**src/rtl/ecc_pack_pkg.sv**
```systemverilog
package ecc_pack_pkg;
  localparam int WORD_W      = 32;
  localparam int NUM_WORDS   = 4;
  localparam int CODE_BYTES  = 10;
  localparam int ONE_BYTES   = 3;
  localparam int OFF_W       = 7;
  localparam int SEC_W       = 3;
  localparam int CNT_W       = $clog2(CODE_BYTES + 1);

  // page size encodings
  localparam logic [1:0] PG_SMALL = 2'd0;
  localparam logic [1:0] PG_MID   = 2'd1;
  localparam logic [1:0] PG_LARGE = 2'd2;

  // single-bit code bases
  localparam int ONE_BASE_MID   = 40;
  localparam int ONE_BASE_LARGE = 80;
  // four-bit code bases
  localparam int QUAD_BASE_MID   = 24;
  localparam int QUAD_BASE_LARGE = 48;

  function automatic logic [SEC_W:0] sectors_in_page(input logic [1:0] pg);
    case (pg)
      PG_SMALL: return (SEC_W+1)'(1);
      PG_MID:   return (SEC_W+1)'(4);
      PG_LARGE: return (SEC_W+1)'(8);
      default:  return '0;
    endcase
  endfunction
endpackage

```
**src/rtl/ecc_code_packer.sv**
```systemverilog
module ecc_code_packer
  import ecc_pack_pkg::*;
#(
  parameter int W_W = WORD_W,
  parameter int N_W = NUM_WORDS,
  parameter int N_B = CODE_BYTES
) (
  input  logic                 mode4,
  input  logic [N_W*W_W-1:0]   parity,
  output logic [N_B*8-1:0]     code,
  output logic [CNT_W-1:0]     nbytes
);
  localparam int PAIRS = N_W / 2;

  logic [PAIRS*40-1:0] quad;
  logic [23:0]         one_raw;

  generate
    for (genvar g = 0; g < PAIRS; g++) begin : g_pair
      logic [W_W-1:0] p0, p1;
      assign p0 = parity[(2*g)*W_W +: W_W];
      assign p1 = parity[(2*g+1)*W_W +: W_W];
      assign quad[g*40 +: 40] = {
        p1[25:18],
        p1[17:16], p1[9:4],
        p1[3:0],   p0[25:22],
        p0[21:16], p0[9:8],
        p0[7:0]
      };
    end
  endgenerate

  assign one_raw = {parity[27:16], parity[11:0]};

  always_comb begin
    if (mode4) begin
      code   = quad;
      nbytes = CNT_W'(N_B);
    end else begin
      code   = {{(N_B*8-24){1'b1}}, ~one_raw};
      nbytes = CNT_W'(ONE_BYTES);
    end
  end
endmodule

```
**src/rtl/ecc_spare_locator.sv**
```systemverilog
module ecc_spare_locator
  import ecc_pack_pkg::*;
(
  input  logic             mode4,
  input  logic [1:0]       page,
  input  logic [SEC_W-1:0] sec,
  input  logic [CNT_W-1:0] idx,
  output logic [OFF_W-1:0] off
);
  logic [OFF_W:0] lin;
  logic [OFF_W:0] base;

  always_comb begin
    base = '0;
    lin  = '0;
    if (!mode4) begin
      case (page)
        PG_MID:   base = (OFF_W+1)'(ONE_BASE_MID);
        PG_LARGE: base = (OFF_W+1)'(ONE_BASE_LARGE);
        default:  base = '0;
      endcase
      lin = base + (OFF_W+1)'(sec) * (OFF_W+1)'(ONE_BYTES) + (OFF_W+1)'(idx);
    end else begin
      case (page)
        PG_SMALL: begin
          // step over the marker byte and the reserved gap
          if (idx < CNT_W'(5))      lin = (OFF_W+1)'(idx);
          else if (idx < CNT_W'(7)) lin = (OFF_W+1)'(idx) + 1'b1;
          else                      lin = (OFF_W+1)'(idx) + (OFF_W+1)'(6);
        end
        PG_MID:
          lin = (OFF_W+1)'(QUAD_BASE_MID) + (OFF_W+1)'(sec) * (OFF_W+1)'(CODE_BYTES)
              + (OFF_W+1)'(idx);
        default:
          lin = (OFF_W+1)'(QUAD_BASE_LARGE) + (OFF_W+1)'(sec) * (OFF_W+1)'(CODE_BYTES)
              + (OFF_W+1)'(idx);
      endcase
    end
    off = lin[OFF_W-1:0];
  end
endmodule

```
**src/rtl/ecc_spare_packer.sv**
```systemverilog
module ecc_spare_packer
  import ecc_pack_pkg::*;
(
  input  logic                        clk,
  input  logic                        rst,
  input  logic                        start,
  input  logic                        ecc_mode,
  input  logic [1:0]                  page_sel,
  input  logic [SEC_W-1:0]            sector,
  input  logic [NUM_WORDS*WORD_W-1:0] parity,
  output logic                        busy,
  output logic                        wr_en,
  output logic [OFF_W-1:0]            wr_off,
  output logic [7:0]                  wr_data,
  output logic                        done
);
  logic [CODE_BYTES*8-1:0] code_c;
  logic [CNT_W-1:0]        nb_c;

  logic [CODE_BYTES*8-1:0] code_q;
  logic [CNT_W-1:0]        nb_q;
  logic [CNT_W-1:0]        cnt_q;
  logic                    mode_q;
  logic [1:0]              page_q;
  logic [SEC_W-1:0]        sec_q;
  logic                    active_q;
  logic                    last_q;
  logic                    wr_en_q;
  logic [OFF_W-1:0]        wr_off_q;
  logic [7:0]              wr_data_q;
  logic                    done_q;
  logic [OFF_W-1:0]        loc_off;
  logic                    ctx_ok;
  logic                    is_last;

  ecc_code_packer i_pack (
    .mode4  (ecc_mode),
    .parity (parity),
    .code   (code_c),
    .nbytes (nb_c)
  );

  ecc_spare_locator i_loc (
    .mode4 (mode_q),
    .page  (page_q),
    .sec   (sec_q),
    .idx   (cnt_q),
    .off   (loc_off)
  );

  assign ctx_ok  = ({1'b0, sector} < sectors_in_page(page_sel));
  assign is_last = (cnt_q == nb_q - 1'b1);

  always_ff @(posedge clk) begin
    if (rst) begin
      active_q <= 1'b0;
      cnt_q    <= '0;
      wr_en_q  <= 1'b0;
      last_q   <= 1'b0;
      done_q   <= 1'b0;
    end else begin
      done_q  <= wr_en_q & last_q;
      wr_en_q <= active_q;
      if (active_q) begin
        wr_off_q  <= loc_off;
        wr_data_q <= code_q[cnt_q*8 +: 8];
        last_q    <= is_last;
        cnt_q     <= cnt_q + 1'b1;
        if (is_last) active_q <= 1'b0;
      end else begin
        last_q <= 1'b0;
        if (start && ctx_ok) begin
          code_q   <= code_c;
          nb_q     <= nb_c;
          mode_q   <= ecc_mode;
          page_q   <= page_sel;
          sec_q    <= sector;
          cnt_q    <= '0;
          active_q <= 1'b1;
        end
      end
    end
  end

  assign busy    = active_q;
  assign wr_en   = wr_en_q;
  assign wr_off  = wr_off_q;
  assign wr_data = wr_data_q;
  assign done    = done_q;


  reset_quiet_chk: assert property (@(posedge clk) rst |=> (!wr_en && !done && !busy));


  done_single_chk: assert property (@(posedge clk) disable iff (rst)
    done |=> !done);


  done_follows_write_chk: assert property (@(posedge clk) disable iff (rst)
    done |-> (!wr_en && $past(wr_en)));


  offset_rising_chk: assert property (@(posedge clk) disable iff (rst)
    (wr_en && $past(wr_en) && !$past(done) && !$past(last_q)) |-> (wr_off > $past(wr_off)));


  marker_kept_chk: assert property (@(posedge clk) disable iff (rst)
    (wr_en && mode_q && page_q == PG_SMALL) |-> (wr_off != 7'd5 && (wr_off < 7'd8 || wr_off > 7'd12)));


  busy_holds_ctx_chk: assert property (@(posedge clk) disable iff (rst)
    (busy && $past(busy)) |-> ($stable(sec_q) && $stable(mode_q) && $stable(page_q)));
endmodule

```
**config.mk**
```make
export PLATFORM = sky130hd
export DESIGN_NAME = ecc_spare_packer
export DESIGN_NICKNAME = d
export VERILOG_FILES = /design/src/rtl/ecc_pack_pkg.sv /design/src/rtl/ecc_code_packer.sv /design/src/rtl/ecc_spare_locator.sv /design/src/rtl/ecc_spare_packer.sv
export SDC_FILE = /design/constraint.sdc
export NUM_CORES = 1
export LEC_CHECK = 0
export ABC_AREA = 1
export BUFFER_PORTS_ARGS = -buffer_cell sky130_fd_sc_hd__buf_2
export CAP_MARGIN = 20
export CORE_ASPECT_RATIO = 1.5
export CORE_MARGIN = 1
export CORE_UTILIZATION = 50
export CTS_BUF_LIST = sky130_fd_sc_hd__clkbuf_8
export DETAILED_ROUTE_END_ITERATION = 7
export PLACE_DENSITY = 0.86
export SKIP_LAST_GASP = 1
export SLEW_MARGIN = 20
export SYNTH_ARGS = -nofsm -noshare
export SYNTH_HDL_FRONTEND = slang
export SYNTH_SLANG_ARGS = --single-unit
```
**constraint.sdc**
```tcl
create_clock -name clk -period 6.7 [get_ports clk]
set_input_delay 1.005 -clock clk [delete_from_list [all_inputs] [get_ports clk]]
set_output_delay 1.005 -clock clk [all_outputs]
set_load 0.01 [all_outputs]
```
==> flow_metrics.py <==
metrics = {
    "setup_path": {
        "critical_path_class": "primary input to flip-flop",
        "slowest_delay_ns": 0.82,
        "crit_required_ns": 6.71,
        "path_cells": "buf_2 -> inv_1 -> nand2_1 -> ha_1 -> inv_1 -> a21oi_1 -> nand2_1 -> nand3_1 -> nor2_4 -> buf_4",
        "cp_top_family": "simple AND/OR/NAND/NOR gates",
        "path_buf_inv": 4,
        "critPathSlowestCell": "nor2_4",
        "reg2regPathDepth": 15,
        "worstPathMaxFanout": 54,
        "arrival_ns": 3.54,
        "rrSetupSlack_ns": 3.61,
        "crit_path_end_kind": "flip-flop",
        "cp.depth": 10,
        "startpoint_type": "primary input",
    },
    "logic_synthesis": {
        "ys_warn_count": 0,
        "seq_area_frac_synth": 0.548,
        "synth_top_cell_by_area": "edfxtp_1",
        "syn_inst": 587,
        "syn_nets": 758,
        "synth_area_per_cell_sq_um": 10.0,
        "synth_top_area_frac": 0.521,
        "netlist_top_cells_area": "edfxtp_1, nand2_1, ha_1",
        "ys_ff_latch": 110,
        "ys_types": 32,
        "synth_area_sq_um": 5880,
    },
    "die": {
        "die_w_um": 90.5,
        "die_height_um": 135,
        "rows": 48,
        "pin_count": 155,
        "design.core.area_sq_um": 11500,
        "dieArea_sq_um": 12200,
        "start_util": 0.513,
    },
    "status": {
        "status": "complete, no violations",
    },
    "sta": {
        "setup_tns_ns": 0,
        "fmaxAchievable_mhz": 284,
        "period_share": 0.526,
        "finalMaxSlewViolations": 0,
        "worst_pin_slew_ns": 0.919,
        "fin_crit_ns": 3.53,
        "final-setup-viol-count": 0,
        "hold_viol_final": 0,
        "rsz0062_at_grt": "false",
        "finalClockSkew_ns": 0.00889,
        "timing.slew.headroom": 0.386,
    },
    "finish": {
        "multiInputGateArea_sq_um": 2340,
        "drive_gt1_frac": 0.287,
        "fin_util": 0.582,
        "layout_commonest_cell": "nand2_1",
        "layout_common_cells": "nand2_1, buf_2, edfxtp_1, or2_2, nor2_1",
        "syn_to_final_growth_pct": 13.5,
        "n_antenna_cell": 0,
        "instances_no_fill": 841,
        "final_area_sq_um": 6670,
        "nets": 857,
        "fill_cells": 941,
        "regArea_sq_um": 3220,
    },
    "clocking": {
        "clockRootBuffer": "clkbuf_8",
        "clkLatencyLatePin_ns": 0.37,
        "cts.sinks": 110,
        "cts_inserted_buffers": 9,
        "cts_tree": "built",
        "cts_max_path_buffers": 2,
        "ctsHoldBuffers": 0,
        "post_cts_buffers": 0,
        "cts-htree-levels": 3,
        "clkTransAtPathRegs_ns": 0.09,
        "cts-resized-gates": 0,
    },
    "drt": {
        "drt-total-wl_um": 12600,
        "drtIter0Drc": 335,
        "routedWlPerCell_um": 15.0,
        "drt-vias-per-instance": 5.25,
        "drc": 0,
        "vias": 4413,
        "drt_first_pass_iters": 5,
        "ant_nets": 0,
    },
    "worst_hold_path": {
        "hold_class": "flip-flop to flip-flop",
        "min_delay_path_depth": 2,
    },
    "global_route": {
        "grt_pass1_wl_um": 19700,
        "grt_pass1_vias": 4285,
        "grt_max_degree": 58,
        "grt_use_total": 0.211,
        "antenna_found_initial": 0,
        "overflow": 0,
    },
    "power": {
        "powerDensity_nw_per_um2": 206,
        "p_leak_nw": 2.80,
        "ir_drop_v": 0.000120,
    },
    "run": {
        "maxCapViolations": 0,
    },
    "placement": {
        "port_buffers": 110,
        "dpl.hpwl_um": 9330,
        "place_inst": 825,
        "dpl_cell_area_sq_um": 6490,
        "gp_congestion": 0.922,
    },
}
[power by group]
part	leakage, nW	total (mW)	internal [mW]	switching, mW
sequential	0.980	0.796	0.785	0.0103
clock	0.0967	0.382	0.167	0.214
combinational	1.72	0.200	0.0772	0.123
total	2.80	1.38	1.03	0.348
[cells by family after synthesis]
kind of cell	count (synthesis)	synth area share
flops	110	0.548
compound gates	95	0.0890
fa+ha+maj	34	0.0813
simple gates	269	0.210
buf+inv	68	0.0547
xor+xnor	11	0.0164
[metrics by stage]
| step | hold slack [ns] | worst slack (ns) | total power [mW] |
|---|---|---|---|
| after CTS | 0.419 | 3.17 | 1.38 |
| after floorplan | 0.395 | 0.871 | 0.944 |
| final | 0.417 | 3.17 | 1.38 |
| after detailed placement | 0.407 | 2.78 | 1.01 |
| after global routing | 0.434 | 3.01 | 1.43 |
| after global placement | 0.407 | 2.95 | 1.00 |
[flip-flops by register name, summed over array words and instances, names as in the netlist]
name and cells:
code_q 80, wr_data 8, wr_off 7, cnt_q 4, sec_q 3, nb_q 2
page_q 2, busy 1, done 1, last_q 1, wr_en 1
[final cells by class]
type | count | area share
flip-flops and latches | 110 | 0.483
multi-input cells | 409 | 0.351
repair buffers | 113 | 0.0859
well taps | 150 | 0.0281
inverters | 43 | 0.0246
clock buffers | 9 | 0.0186
clock inverters | 7 | 0.00863
[layer usage]
layer	up-vias	track usage	part of all wire
li1	2163	-	-
met1	2034	0.225	0.37
met2	183	0.383	0.53
met3	33	0.0394	0.056
met4	0	0.132	0.044
met5	-	0	0
[cell usage after synthesis (all sizes together)]
library cell  instances
nand2               129
edfxtp              102
or2                  60
o21ai                59
nor2                 47
inv                  43
a21oi                28
nand3                28
ha                   27
buf                  17
xnor2                10
clkbuf                8
dfxtp                 8
fa                    7
o211ai                4
nand3b                2
nand4                 2
a21boi                1
a22oi                 1
nor3                  1
o2111ai               1
o21bai                1
xor2                  1
[tightest hold or removal path, cell delays in order, from the launching register on]
cell and delay, ns:
dfxtp_1 0.31, nand2_1 0.04, nor2_1 0.03
[path summary, 6_finish.rpt]
check                     to   startpoint
hold reg to reg         done       last_q
setup reg to reg   wr_off[6]     cnt_q[2]
setup / recovery  code_q[69]  page_sel[1]
hold / removal          done       last_q
No activity file was read; power rests on OpenSTA's default activity.
